[src/rtl/cmd_tlm_pkg.sv]
// Shared command codes and receiver states for the command/telemetry responder.
package cmd_tlm_pkg;

    typedef enum logic [7:0] {
        CMD_SCI = 8'h01,
        CMD_HK  = 8'h02,
        CMD_OFF = 8'h03,
        CMD_ON  = 8'h04
    } cmd_code_e;

    typedef enum logic [1:0] {
        RX_IDLE,
        RX_START,
        RX_DATA,
        RX_STOP
    } rx_state_e;

endpackage

[src/rtl/cmd_uart_rx.sv]
// 8N1 receiver. Samples each bit at its middle after confirming the start bit
// at half a bit period. Assumes rx_i is asynchronous, so it is synchronized
// first. Frames with a low stop bit are discarded. Byte output is valid for
// one cycle.
module cmd_uart_rx
    import cmd_tlm_pkg::*;
#(
    parameter int CLKS_PER_BIT = 434
) (
    input  logic       clk,
    input  logic       rst_n,
    input  logic       rx_i,
    output logic       byte_valid_o,
    output logic [7:0] byte_o
);
    localparam int CW   = $clog2(CLKS_PER_BIT + 1);
    localparam int HALF = CLKS_PER_BIT / 2;

    logic [1:0]    sync_q;
    logic          rx_s;
    rx_state_e     state_q;
    logic [CW-1:0] cnt_q;
    logic [2:0]    bit_q;
    logic [7:0]    data_q;
    logic          valid_q;

    assign rx_s = sync_q[1];

    // Two-stage synchronizer for the incoming line
    always_ff @(posedge clk) begin
        if (!rst_n) sync_q <= 2'b11;
        else        sync_q <= {sync_q[0], rx_i};
    end

    // Frame state machine: start check, data sampling, stop check
    always_ff @(posedge clk) begin
        if (!rst_n) begin
            state_q <= RX_IDLE;
            cnt_q   <= '0;
            bit_q   <= '0;
            data_q  <= '0;
            valid_q <= 1'b0;
        end else begin
            valid_q <= 1'b0;
            case (state_q)
                RX_IDLE: begin
                    cnt_q <= '0;
                    if (!rx_s) state_q <= RX_START;
                end
                RX_START: begin
                    if (cnt_q == CW'(HALF - 1)) begin
                        cnt_q   <= '0;
                        bit_q   <= '0;
                        state_q <= rx_s ? RX_IDLE : RX_DATA;
                    end else begin
                        cnt_q <= cnt_q + 1'b1;
                    end
                end
                RX_DATA: begin
                    if (cnt_q == CW'(CLKS_PER_BIT - 1)) begin
                        cnt_q  <= '0;
                        data_q <= {rx_s, data_q[7:1]};
                        bit_q  <= bit_q + 1'b1;
                        if (bit_q == 3'd7) state_q <= RX_STOP;
                    end else begin
                        cnt_q <= cnt_q + 1'b1;
                    end
                end
                default: begin
                    if (cnt_q == CW'(CLKS_PER_BIT - 1)) begin
                        cnt_q   <= '0;
                        valid_q <= rx_s;
                        state_q <= RX_IDLE;
                    end else begin
                        cnt_q <= cnt_q + 1'b1;
                    end
                end
            endcase
        end
    end

    assign byte_valid_o = valid_q;
    assign byte_o       = data_q;
endmodule

[src/rtl/tlm_uart_tx.sv]
// 8N1 transmitter. Loads a byte on start_i while idle and shifts out
// start, eight data bits LSB first, and stop. Assumes start_i is only
// raised while busy_o is low.
module tlm_uart_tx #(
    parameter int CLKS_PER_BIT = 434
) (
    input  logic       clk,
    input  logic       rst_n,
    input  logic       start_i,
    input  logic [7:0] data_i,
    output logic       busy_o,
    output logic       tx_o
);
    localparam int CW = $clog2(CLKS_PER_BIT + 1);

    logic [9:0]    shreg_q;
    logic [3:0]    left_q;
    logic [CW-1:0] cnt_q;
    logic          busy_q;

    // Frame shifter; idle shift register is all ones so the line rests high
    always_ff @(posedge clk) begin
        if (!rst_n) begin
            shreg_q <= '1;
            left_q  <= '0;
            cnt_q   <= '0;
            busy_q  <= 1'b0;
        end else if (!busy_q) begin
            if (start_i) begin
                shreg_q <= {1'b1, data_i, 1'b0};
                left_q  <= 4'd10;
                cnt_q   <= '0;
                busy_q  <= 1'b1;
            end
        end else if (cnt_q == CW'(CLKS_PER_BIT - 1)) begin
            cnt_q   <= '0;
            shreg_q <= {1'b1, shreg_q[9:1]};
            left_q  <= left_q - 1'b1;
            if (left_q == 4'd1) busy_q <= 1'b0;
        end else begin
            cnt_q <= cnt_q + 1'b1;
        end
    end

    assign busy_o = busy_q;
    assign tx_o   = shreg_q[0];
endmodule

[src/rtl/tlm_packet_shifter.sv]
// Captures a wide packet on a load pulse and feeds it byte by byte, most
// significant first, into the transmitter. Assumes a load pulse only arrives
// while active_o is low.
module tlm_packet_shifter #(
    parameter int SCI_W = 168,
    parameter int HK_W  = 176
) (
    input  logic             clk,
    input  logic             rst_n,
    input  logic             load_sci_i,
    input  logic             load_hk_i,
    input  logic [SCI_W-1:0] sci_data_i,
    input  logic [HK_W-1:0]  hk_data_i,
    input  logic             tx_busy_i,
    output logic             tx_start_o,
    output logic [7:0]       tx_byte_o,
    output logic             active_o
);
    localparam int BUF_W     = (SCI_W > HK_W) ? SCI_W : HK_W;
    localparam int SCI_BYTES = SCI_W / 8;
    localparam int HK_BYTES  = HK_W / 8;
    localparam int LW        = $clog2(BUF_W / 8 + 1);

    logic [BUF_W-1:0] buf_q;
    logic [LW-1:0]    left_q;
    logic             start_q;
    logic [7:0]       byte_q;

    // Load the packet, then hand one byte to the transmitter whenever it is free
    always_ff @(posedge clk) begin
        if (!rst_n) begin
            buf_q   <= '0;
            left_q  <= '0;
            start_q <= 1'b0;
            byte_q  <= '0;
        end else if (load_sci_i) begin
            buf_q   <= BUF_W'(sci_data_i) << (BUF_W - SCI_W);
            left_q  <= LW'(SCI_BYTES);
            start_q <= 1'b0;
        end else if (load_hk_i) begin
            buf_q   <= BUF_W'(hk_data_i) << (BUF_W - HK_W);
            left_q  <= LW'(HK_BYTES);
            start_q <= 1'b0;
        end else if (left_q != '0 && !tx_busy_i && !start_q) begin
            start_q <= 1'b1;
            byte_q  <= buf_q[BUF_W-1 -: 8];
            buf_q   <= buf_q << 8;
            left_q  <= left_q - 1'b1;
        end else begin
            start_q <= 1'b0;
        end
    end

    assign tx_start_o = start_q;
    assign tx_byte_o  = byte_q;
    assign active_o   = (left_q != '0) || start_q || tx_busy_i;
endmodule

[src/rtl/cmd_telemetry_responder.sv]
// Top level: receives command bytes, decodes the four commands, returns
// science or housekeeping packets, drives photometer shutdown lines, and
// strobes the counters on a science request. Assumes packet widths are whole
// bytes and that commands only take effect while no packet is in flight.
module cmd_telemetry_responder
    import cmd_tlm_pkg::*;
#(
    parameter int CLKS_PER_BIT = 434,
    parameter int N_PMT        = 7,
    parameter int CNT_W        = 24,
    parameter int N_TEMP       = 11,
    parameter int TEMP_W       = 16,
    localparam int SCI_W       = N_PMT * CNT_W,
    localparam int HK_W        = N_TEMP * TEMP_W
) (
    input  logic             clk,
    input  logic             rst_n,
    input  logic             rx_i,
    output logic             tx_o,
    input  logic [SCI_W-1:0] sci_data_i,
    input  logic [HK_W-1:0]  hk_data_i,
    output logic [N_PMT-1:0] pmt_off_o,
    output logic             snap_o,
    output logic             overrun_o
);
    logic       rx_valid;
    logic [7:0] rx_byte;
    logic       tx_start;
    logic [7:0] tx_byte;
    logic       tx_busy;
    logic       pkt_active;
    logic       accept;
    logic       is_cmd;
    logic       load_sci;
    logic       load_hk;

    logic [N_PMT-1:0] pmt_off_q;
    logic             snap_q;
    logic             overrun_q;

    cmd_uart_rx #(.CLKS_PER_BIT(CLKS_PER_BIT)) u_rx (
        .clk          (clk),
        .rst_n        (rst_n),
        .rx_i         (rx_i),
        .byte_valid_o (rx_valid),
        .byte_o       (rx_byte)
    );

    // Command classification for the byte just received
    always_comb begin
        is_cmd   = (rx_byte == CMD_SCI) || (rx_byte == CMD_HK) ||
                   (rx_byte == CMD_OFF) || (rx_byte == CMD_ON);
        accept   = rx_valid && !pkt_active;
        load_sci = accept && (rx_byte == CMD_SCI);
        load_hk  = accept && (rx_byte == CMD_HK);
    end

    // Shutdown lines, snapshot strobe and sticky overrun flag
    always_ff @(posedge clk) begin
        if (!rst_n) begin
            pmt_off_q <= '1;
            snap_q    <= 1'b0;
            overrun_q <= 1'b0;
        end else begin
            snap_q <= load_sci;
            if (accept && rx_byte == CMD_OFF) pmt_off_q <= '1;
            if (accept && rx_byte == CMD_ON)  pmt_off_q <= '0;
            if (rx_valid && is_cmd && pkt_active) overrun_q <= 1'b1;
        end
    end

    tlm_packet_shifter #(.SCI_W(SCI_W), .HK_W(HK_W)) u_shift (
        .clk        (clk),
        .rst_n      (rst_n),
        .load_sci_i (load_sci),
        .load_hk_i  (load_hk),
        .sci_data_i (sci_data_i),
        .hk_data_i  (hk_data_i),
        .tx_busy_i  (tx_busy),
        .tx_start_o (tx_start),
        .tx_byte_o  (tx_byte),
        .active_o   (pkt_active)
    );

    tlm_uart_tx #(.CLKS_PER_BIT(CLKS_PER_BIT)) u_tx (
        .clk     (clk),
        .rst_n   (rst_n),
        .start_i (tx_start),
        .data_i  (tx_byte),
        .busy_o  (tx_busy),
        .tx_o    (tx_o)
    );

    assign pmt_off_o = pmt_off_q;
    assign snap_o    = snap_q;
    assign overrun_o = overrun_q;
endmodule

[config.mk]
export PLATFORM = sky130hd
export DESIGN_NAME = cmd_telemetry_responder
export DESIGN_NICKNAME = d
export VERILOG_FILES = /design/src/rtl/cmd_tlm_pkg.sv /design/src/rtl/cmd_uart_rx.sv /design/src/rtl/tlm_uart_tx.sv /design/src/rtl/tlm_packet_shifter.sv /design/src/rtl/cmd_telemetry_responder.sv
export SDC_FILE = /design/constraint.sdc
export NUM_CORES = 1
export LEC_CHECK = 0
export CORE_MARGIN = 5
export CORE_UTILIZATION = 30
export CTS_CLUSTER_DIAMETER = 30
export DETAILED_ROUTE_END_ITERATION = 8
export PLACE_DENSITY = 0.61
export SLEW_MARGIN = 5
export SYNTH_ARGS = -nofsm -noshare
export SYNTH_HDL_FRONTEND = slang
export SYNTH_SLANG_ARGS = --single-unit
[constraint.sdc]
create_clock -name clk -period 2.76 [get_ports clk]
set_input_delay 0.69 -clock clk [delete_from_list [all_inputs] [get_ports clk]]
set_output_delay 0.69 -clock clk [all_outputs]
set_load 0.005 [all_outputs]
==> results of run 1 <==
==> power groups by stage <==
stage / Sequential, W / Clock [W] / Combinational [W]
global placement: 0.00375 / 0 / 0.00335
detailed placement: 0.00375 / 0 / 0.00336
global route: 0.00371 / 0.00894 / 0.00364
finish: 0.00370 / 0.00860 / 0.00337
floorplan: 0.00373 / 0 / 0.00213
CTS: 0.00370 / 0.00871 / 0.00337
==> layer usage <==
metal	vias up	global-route usage, %	part of all wire [%]
met2	477	33.1	48
met1	6323	26.8	42
met4	4	8.70	3.5
met3	109	4.70	5.8
li1	6330	-	-
met5	-	0	0.053
==> registers in the layout, summed over array words and instances (netlist names) <==
signal	flops
overrun_o	1
pmt_off_o	1
snap_o	1
u_rx.bit_q	3
u_rx.byte_o	8
u_rx.byte_valid_o	1
u_rx.cnt_q	9
u_rx.state_q	2
u_rx.sync_q	2
u_shift.buf_q	176
u_shift.left_q	5
u_shift.tx_byte_o	8
u_shift.tx_start_o	1
u_tx.busy_o	1
u_tx.cnt_q	9
u_tx.left_q	4
u_tx.shreg_q	9
==> path summary, 6_finish.rpt <==
kind / endpoint / slack (ns) / cells after the start
setup / recovery: u_shift.buf_q[2]$_SDFFE_PP0P_ / 0.35 / 8
hold / removal: u_rx.sync_q[1]$_SDFF_PN1_ / 0.43 / 1
setup reg to reg: u_shift.buf_q[2]$_SDFFE_PP0P_ / 0.35 / 8
hold reg to reg: u_rx.sync_q[1]$_SDFF_PN1_ / 0.43 / 1
==> layout by cell type (no fill, tap or decap), types with 5 or more instances in the layout <==
cell / synthesis / routed
a21oi_1: 365 / 365
diode_2: 0 / 13
inv_1: 9 / 8
nand4_1: 6 / 6
mux2i_1: 16 / 16
nand2_1: 215 / 215
clkbuf_8: 0 / 13
bufinv_16: 0 / 11
clkdlybuf4s50_1: 0 / 356
clkinvlp_4: 0 / 5
nor3_1: 7 / 7
o21ai_0: 18 / 18
clkbuf_16: 0 / 74
nor2b_1: 8 / 6
o2bb2ai_1: 168 / 168
ha_1: 10 / 10
clkinv_2: 0 / 11
dfxtp_1: 241 / 241
o211ai_1: 169 / 169
nand3_1: 20 / 20
clkbuf_1: 111 / 10
buf_12: 0 / 14
and2_1: 7 / 7
nor2_1: 45 / 45
xor2_1: 8 / 8
buf_4: 19 / 15
==> critical path: stages, from the launching register on <==
cell and delay, ns:
dfxtp_1 0.30, inv_1 0.08, ha_1 0.20, nor4b_4 0.37, nand4_1 0.22, buf_12 0.37
nor3b_4 0.50, nand2_1 0.11, a21oi_1 0.17
==> through the flow <==
| step | power [W] | std cells | worst slack (ns) | cell area (um^2) |
|---|---|---|---|---|
| floorplan | 0.00587 | 1538 | 0.793 | 12300 |
| global placement | 0.00710 | 2284 | 0.415 | 16200 |
| global route | 0.0163 | 2425 | 0.0816 | 18800 |
| finish | 0.0157 | 2427 | 0.345 | 18800 |
| CTS | 0.0158 | 2414 | 0.304 | 18800 |
| detailed placement | 0.00712 | 2284 | 0.315 | 16200 |
==> kinds of logic after synthesis <==
family                   count (synthesis)  share of synthesized area, %
AND/OR/NAND/NOR                        340                          12.3
AO/OA/AOI/OAI                          740                          39.0
multiplexers                            16                          1.30
flip-flops                             241                          39.1
adder cells (fa/ha/maj)                 10                          1.01
buffers and inverters                  180                          6.44
XOR/XNOR                                11                         0.780
==> final cells by class <==
cell class                 instances  area (um^2)  share of cell area (%)
multi-input combinational       1117         6740                    35.8
sequential                       241         4820                    25.6
timing repair buffer             385         3960                    21.0
clock buffer                      97         2070                    11.0
tap                              532          666                    3.54
clock inverter                    33          483                    2.57
inverter                           9         38.8                   0.206
antenna                           13         32.5                   0.173
==> impl_metrics.toml, run 1 <==
[power_and_ir_drop]
power.leakage_nw = 5.91
power.net_switching_w = 0.00474
sw_frac_of_total_pct = 30.3
power.density_nw_per_um2 = 833
clkPwrFrac_pct = 54.9
cellInternalPower_w = 0.0109
share_comb_of_total_power_pct = 21.5
vdd.ir_drop.worst_v = 0.00133
sequentialPowerShare_pct = 23.6

[worst_setup_path]
worst_setup_path_category = "flip-flop to flip-flop"
timing.critical_path.arrival_ns = 2.89
critPathLaunchType = "flip-flop"
crit_path_max_fanout = 169
worst_ep_required_time_ns = 3.23
crit_start = "u_shift.left_q[0]$_SDFFE_PN0P_"
setup.worst_path.end_class = "flip-flop"
reg2reg_from = "u_shift.left_q[0]$_SDFFE_PN0P_"

[routing]
avgViaCountPerCell = 5.46
detailedRoute.firstIterationViolations = 1077
antenna_left = 0
drc = 0
via_count = 13243
dr.pass1.iters = 5
routed_wl_um = 49500
avgRoutedWirePerCell_um = 20.4

[final_layout]
final_layout_size_suffix_gt1_share_pct = 8.55
layout.filler_cells = 3975
layout-area-overhead-vs-synth_pct = 52.4
final_core_util_pct = 46.2
fin_nets = 2183

[logic_synthesis]
post_synth.cell_area_avg_um2 = 8.03
synth.yosys.seq_area_share_pct = 39.1
post_synth_num_cell_types = 47
total_nets_after_synthesis = 1895
synth.largest_area_cell = "dfxtp_1"
synth_top_cells_by_count = "a21oi_1 (365), dfxtp_1 (241), nand2_1 (215), o211ai_1 (169), o2bb2ai_1 (168)"
synth.yosys.warnings = 0
synthMostInstantiatedCell = "a21oi_1"
synthArstFlopShare_pct = 0
number_of_synthesized_register_bits = 241
post_synth_main_area_contributors = "dfxtp_1 (39%), a21oi_1 (15%), o2bb2ai_1 (12%)"
synth_enable_flop_cells = 0
mappedNetlistArea_um2 = 12300
post_synthesis_instance_total = 1538
synth_top_cell_area_share_pct = 39.1
synth_ff_type = "dfxtp_1"

[clock_tree]
post_cts_resize_count = 0
tritoncts.num_buffers = 72
clk_latency_ns = 0.57
cts.hold.buffers_added = 0
post_cts_buffers = 0
ctsLongestPathBuffers = 3
cts_tree = "done"
clkSlewWorstSetupHoldPaths_ns = 0.04
htreeDepth = 3
cts_num_sinks = 241
clk_root_buffer_cell = "clkbuf_16"

[sta]
clock_skew_ns = 0.0240
fin_crit_sh_pct = 87.5
finalWorstPathRequiredPeriod_ns = 2.41
slew_headroom_pct = 40.3
totalNegativeSetupSlack_ns = 0
timing.final.hold_violations = 0
rsz0062_at_grt = "false"
worst_slew_pin_slew_ns = 0.895
finalMaxSlewViolations = 0
final-setup-viol-count = 0
timing.fmax_mhz = 414
final.hold.worst_slack_ns = 0.426

[grt]
gr-total-overflow = 0
antenna_found_initial = 13
maximum_number_of_pins_on_one_net_before_global_route_repair = 174
grtUsageTotal_pct = 20.6
vias_in_the_first_global_route = 13182
grt_pass1_wl_um = 74800

[die]
start_util_pct = 30.3
top_level_ports = 357
die_x_um = 213
rows = 74
fp.coreArea_um2 = 40700
die_h_um = 213
die-area_um2 = 45300

[worst_hold_path]
min_from = "u_rx.sync_q[0]$_SDFF_PN1_"
worstHoldPathType = "flip-flop to flip-flop"

[flow_run]
cap_violations = 0

[place]
port_buffers = 356
place_hpwl_um = 31800
gp_routability_congestion = 0.836

[status]
outcome = "finished clean"
Note: power is estimated with default switching activity, not from simulation.
==> run 2, diff against run 1 <==
CTS_CLUSTER_DIAMETER = 60   (was 30)
PLACE_DENSITY = unset   (was 0.61)
clock period = 2.4 ns   (was 2.76 ns; I/O delays follow)
==> run 2 against run 1 <==
Compared with the run above:
- highest routed layer unchanged
- register-to-register slack got worse by 0.21 ns
- combinational power is 26% higher
- non-clock buffer count rose by 12
- die area is the same
- hold slack better by 0.021 ns
- final cell count is 2.4% lower
- clock-buffer cell count is 56 lower
- via count shrank 1.7%
- clock skew decreased by 0.015 ns
==> impl_metrics.toml, run 2 (synthesis gave the netlist of run 1 again) <==
[worst_setup_path]
crit_path_max_fanout = 8
worst_r2r_dst = "u_shift.buf_q[151]$_SDFFE_PN0P_"
rrSetupSlack_ns = 0.14
worst_setup_path_category = "flip-flop to output pin"
cp_cell_sequence = "clkdlybuf4s50_1"
timing.critical_path.buf_inv = 1
crit_slowest_cell = "clkdlybuf4s50_1"
ff2ff_path_depth = 9
setup.worst_path.end_class = "output pin"
critPathMaxStageDelay_ns = 0.61
reg2reg_from = "u_shift.left_q[0]$_SDFFE_PN0P_"
cpLargestDelayFamily = "buffers and inverters"
worst_ep_required_time_ns = 1.80
critPathLaunchType = "flip-flop"
timing.critical_path.arrival_ns = 1.71

[routing]
dr.pass1.iters = 5
antenna_left = 0
via_count = 13021
detailedRoute.firstIterationViolations = 1067
avgRoutedWirePerCell_um = 21.1
drc = 0
routed_wl_um = 49900
avgViaCountPerCell = 5.50

[clock_tree]
cts.hold.buffers_added = 0
cts_tree = "done"
ctsLongestPathBuffers = 3
clkSlewWorstSetupHoldPaths_ns = 0.06
cts_num_sinks = 241
clk_latency_ns = 0.56
clk_root_buffer_cell = "clkbuf_16"
tritoncts.num_buffers = 31
htreeDepth = 1

[die]
rows = 74
die-area_um2 = 45300
die_h_um = 213
top_level_ports = 357
fp.coreArea_um2 = 40700
start_util_pct = 30.3
die_x_um = 213

[grt]
vias_in_the_first_global_route = 12733
gr-total-overflow = 0
grt_pass1_wl_um = 73100
grtUsageTotal_pct = 20.1
maximum_number_of_pins_on_one_net_before_global_route_repair = 181
antenna_found_initial = 17

[sta]
finalMaxSlewViolations = 0
worst_slew_pin_slew_ns = 0.843
timing.final.hold_violations = 0
slew_headroom_pct = 43.8
timing.fmax_mhz = 433
fin_crit_sh_pct = 96.3
totalNegativeSetupSlack_ns = 0
final.hold.worst_slack_ns = 0.448
finalWorstPathRequiredPeriod_ns = 2.31
final-setup-viol-count = 0
clock_skew_ns = 0.00883
rsz0062_at_grt = "false"

[place]
port_buffers = 356
post_dp_cell_area_um2 = 16400
place_hpwl_um = 33000
gp_routability_congestion = 0.862
numPlacedInstances = 2292

[final_layout]
max_flop_register = "u_shift.buf_q"
largest_register_ffs = 176
mostFrequentLayoutCells = "a21oi_1 (365), clkdlybuf4s50_1 (356), dfxtp_1 (241)"
final_layout_size_suffix_gt1_share_pct = 5.88
layout-area-overhead-vs-synth_pct = 41.7
layout.cells.most_common = "a21oi_1"
fin_nets = 2154
design_area_um2 = 17500
final-instance-count-excl-fill = 2368

[power_and_ir_drop]
power.leakage_nw = 5.28
totalPowerFinal_w = 0.0133
power.density_nw_per_um2 = 759
vdd.ir_drop.worst_v = 0.000886

[worst_hold_path]
min_from = "u_rx.sync_q[0]$_SDFF_PN1_"
hold-path-cell-count = 1
whs_endpoint = "u_rx.sync_q[1]$_SDFF_PN1_"
worstHoldPathType = "flip-flop to flip-flop"

[flow_run]
cap_violations = 0

[status]
outcome = "finished clean"
==> run 2: layout make-up <==
cell class / count / area [um^2]
inverters: 9 / 38.8
well taps: 532 / 666
diodes: 15 / 37.5
clock buffers: 41 / 863
multi-input cells: 1117 / 6750
clock inverters: 16 / 194
flip-flops and latches: 241 / 4820
fillers: 4113 / 23200
repair buffers: 397 / 4130
==> run 2: how the worst max path moves through the flow <==
stage | endpoint | slack (ns) | startpoint | cells past startpoint
4_1_cts | pmt_off_o[0] | 0.03 | pmt_off_o[5]$_SDFFE_PN1P_ | 1
2_1_floorplan | u_shift.buf_q[10]$_SDFFE_PN0P_ | 0.43 | u_shift.left_q[0]$_SDFFE_PN0P_ | 9
6_report | pmt_off_o[0] | 0.09 | pmt_off_o[5]$_SDFFE_PN1P_ | 1
3_5_place_dp | u_shift.buf_q[132]$_SDFFE_PN0P_ | 0.1 | u_shift.left_q[0]$_SDFFE_PN0P_ | 8
5_1_grt | u_shift.buf_q[151]$_SDFFE_PN0P_ | 0.01 | u_shift.left_q[0]$_SDFFE_PN0P_ | 9
3_3_place_gp | u_shift.buf_q[132]$_SDFFE_PN0P_ | 0.15 | u_shift.left_q[0]$_SDFFE_PN0P_ | 8
==> run 2: report_power, final <==
| group | switching [W] | internal [W] |
|---|---|---|
| sequential | 0.0000960 | 0.00413 |
| clock | 0.00186 | 0.00295 |
| combinational | 0.00268 | 0.00155 |
==> run 2: repair_timing <==
item,4_1_cts,5_1_grt
buffers inserted,0,2
resized for setup,0,6
endpoints found under the setup margin,0,89
==> run 2: routing by layer <==
metal / global-route usage (%) / up-vias / wire length [um]
li1: - / 6243 / -
met1: 26.2 / 6224 / 20900
met2: 32.7 / 448 / 24000
met3: 4.13 / 102 / 3150
met4: 8.12 / 4 / 1760
met5: 0 / - / 21
==> run 2: metrics by stage <==
step	utilization, %	worst slack (ns)
CTS	42.7	0.0326
detailed placement	40.1	0.0978
global route	42.9	0.0101
global placement	40.1	0.155
floorplan	-	0.433
finish	43.0	0.0893
==> run 3, diff against run 2 <==
SYNTH_HIERARCHICAL = 1   (was unset)
==> run 3 against run 2 <==
Compared with the run above:
- the run now ends with negative setup slack left
- maximum frequency decreased by 5.3%
- combinational power increased by 62%
- die area increased by 9.3%
- via count increased by 14%
- register-to-register slack got worse by 0.18 ns
- global-route usage increased by 1.0 points
- hold slack got worse by 0.035 ns
- critical path type is now flip-flop to flip-flop
- critical endpoint is now u_shift/buf_q[58]$_SDFFE_PN0P_
- highest routed layer unchanged
==> impl_metrics.toml, run 3 <==
[status]
outcome = "finished, violations left"
violations = "negative setup slack"

[die]
die_x_um = 223
die-area_um2 = 49500
start_util_pct = 30.5
die_h_um = 223
fp.coreArea_um2 = 44500
rows = 77
top_level_ports = 357

[final_layout]
max_flop_register = "u_shift/buf_q"
multiInputGateArea_um2 = 8980
layout.cells.most_common = "clkdlybuf4s50_1"
largest_register_ffs = 176
layout.filler_cells = 4215
final-instance-count-excl-fill = 2504
seq_area_um2 = 4830
layout-area-overhead-vs-synth_pct = 55.7
final_layout_size_suffix_gt1_share_pct = 19.6
mostFrequentLayoutCells = "clkdlybuf4s50_1 (355), dfxtp_1 (240), nor2b_1 (168)"
fin_nets = 2243
design_area_um2 = 21100

[sta]
post-route-worst-setup-slack_ns = -0.0389
totalNegativeSetupSlack_ns = -0.347
final-setup-viol-count = 30
finalWorstPathRequiredPeriod_ns = 2.44
timing.final.hold_violations = 0
timing.fmax_mhz = 410
rsz0062_at_grt = "true"
slew_headroom_pct = 58.3
finalMaxSlewViolations = 0
fin_crit_sh_pct = 102
worst_slew_pin_slew_ns = 0.622
clock_skew_ns = 0.0270

[worst_setup_path]
setup.worst_path.end_class = "flip-flop"
cp_cell_sequence = "inv_2 > ha_4 > nor4b_4 > nand2_2 > nor2_4 > and4b_4 > nor2_4 > a21boi_4 > clkbuf_16 > clkbuf_16 > o31ai_4"
timing.critical_path.buf_inv = 3
worst_setup_path_category = "flip-flop to flip-flop"
critPathMaxStageDelay_ns = 0.36
critPathLaunchType = "flip-flop"
timing.critical_path.arrival_ns = 2.88
crit_path_max_fanout = 7
cpLargestDelayFamily = "simple AND/OR/NAND/NOR gates"
crit_slowest_cell = "and4b_4"
worst_ep_required_time_ns = 2.84

[power_and_ir_drop]
cellInternalPower_w = 0.00950
power.leakage_nw = 7.16
clkPwrFrac_pct = 30.0
power.net_switching_w = 0.00638
share_comb_of_total_power_pct = 43.1
power.density_nw_per_um2 = 752
sw_frac_of_total_pct = 40.2
vdd.ir_drop.worst_v = 0.000681
sequentialPowerShare_pct = 26.9

[grt]
vias_in_the_first_global_route = 14396
gr-total-overflow = 0
grt_pass1_wl_um = 85300
grtUsageTotal_pct = 21.2
maximum_number_of_pins_on_one_net_before_global_route_repair = 93
antenna_found_initial = 17

[routing]
avgRoutedWirePerCell_um = 24.1
detailedRoute.firstIterationViolations = 1560
avgViaCountPerCell = 5.93
routed_wl_um = 60300
drc = 0
antenna_left = 0
via_count = 14846
dr.pass1.iters = 5

[logic_synthesis]
mappedNetlistArea_um2 = 13600
adder_cell_share_of_the_synthesized_area_pct = 1.29
synthMostInstantiatedCell = "dfxtp_1"
synth_top_cells_by_count = "dfxtp_1 (241), o21ai_0 (184), nor2b_1 (170), o31ai_1 (170)"
synth_top_cell_area_share_pct = 35.6
synthArstFlopShare_pct = 0
synth-compound-area-share_pct = 40.1
post_synth_and_or_nand_nor_area_fraction_pct = 14.2
post_synth_num_cell_types = 69
synth_top_family_by_area = "compound AO/OA/AOI/OAI gates"
post_synthesis_instance_total = 1589
post_synth.cell_area_avg_um2 = 8.53
synth.yosys.seq_area_share_pct = 35.6
number_of_synthesized_register_bits = 241
synth.yosys.warnings = 6
synthMuxAreaShare_pct = 1.26
synth_enable_flop_cells = 0
synth.largest_area_cell = "dfxtp_1"
synth_ff_type = "dfxtp_1"
total_nets_after_synthesis = 1950
post_synth_main_area_contributors = "dfxtp_1 (36%), o2111ai_1 (11%), o31ai_1 (9.4%)"
post_synth_xor_area_fraction_pct = 0.517

[place]
numPlacedInstances = 2396
port_buffers = 356
post_dp_cell_area_um2 = 17900
place_hpwl_um = 36600
gp_routability_congestion = 0.836
pre_cts_setup_slack_ns = -0.306

[clock_tree]
cts.hold.buffers_added = 0
ctsLongestPathBuffers = 3
clkSlewWorstSetupHoldPaths_ns = 0.06
cts_tree = "done"
clk_latency_ns = 0.54
tritoncts.num_buffers = 34
htreeDepth = 2
cts_num_sinks = 241
clk_root_buffer_cell = "clkbuf_16"

[flow_run]
cap_violations = 0

[worst_hold_path]
worstHoldPathType = "flip-flop to flip-flop"
## run 3: worst register-to-register path: stages (launching register included)
cell and delay, ns:
dfxtp_2 0.33, inv_2 0.08, ha_4 0.14, nor4b_4 0.23, nand2_2 0.13, nor2_4 0.15, and4b_4 0.36, nor2_4 0.07
a21boi_4 0.17, clkbuf_16 0.22, clkbuf_16 0.18, o31ai_4 0.27
## run 3: logic make-up after synthesis
group / Yosys count
and+or+nand+nor: 330
xor gates and xnor gates: 8
muxes: 17
DFF: 241
adders and majority gates: 14
buffers and inverters: 226
AOI/OAI and AO/OA: 753
## run 3: final cells by class
type	count	area share (%)
inverter	18	0.332
clock buffer	50	4.46
multi-input combinational	1122	42.5
timing repair buffer	465	25.8
antenna	8	0.0948
sequential	241	22.9
tap	592	3.51
clock inverter	8	0.433
## run 3: repair_timing
action | CTS | global route
cloned | 10 | 22
resized for setup | 42 | 259
setup endpoints to repair | 178 | 178
pin swaps | 11 | 57
buffers inserted | 8 | 6
## run 3: stage by stage
stage               utilization (%)  total power, W  hold slack (ns)
floorplan                         -         0.00716            0.386
global placement               40.1         0.00948            0.407
detailed placement             40.1         0.00948            0.398
CTS                            43.7          0.0145            0.423
global route                   47.4          0.0165            0.446
finish                         47.4          0.0159            0.412
## run 3: power by group through the flow
stage	registers [W]	logic (W)	clock network, W
after global routing	0.00428	0.00713	0.00505
final	0.00427	0.00685	0.00477
after floorplan	0.00433	0.00283	0
after CTS	0.00426	0.00531	0.00490
after detailed placement	0.00434	0.00515	0
after global placement	0.00433	0.00515	0
## run 3: per-layer routing
metal	vias to the layer above	wire length, um	GRT usage (%)
met3	114	4060	4.50
li1	6837	-	-
met5	-	103	0
met2	657	27400	32.3
met1	7222	26800	29.4
met4	16	1890	7.98
## run 3: worst paths after layout
kind	start	endpoint	slack (ns)	cells after the start
max	u_shift/left_q[0]$_SDFFE_PN0P_	u_shift/buf_q[58]$_SDFFE_PN0P_	-0.04	11
max reg2reg	u_shift/left_q[0]$_SDFFE_PN0P_	u_shift/buf_q[58]$_SDFFE_PN0P_	-0.04	11
min	u_rx/sync_q[0]$_SDFF_PN1_	u_rx/sync_q[1]$_SDFF_PN1_	0.41	1
min reg2reg	u_rx/sync_q[0]$_SDFF_PN1_	u_rx/sync_q[1]$_SDFF_PN1_	0.41	1
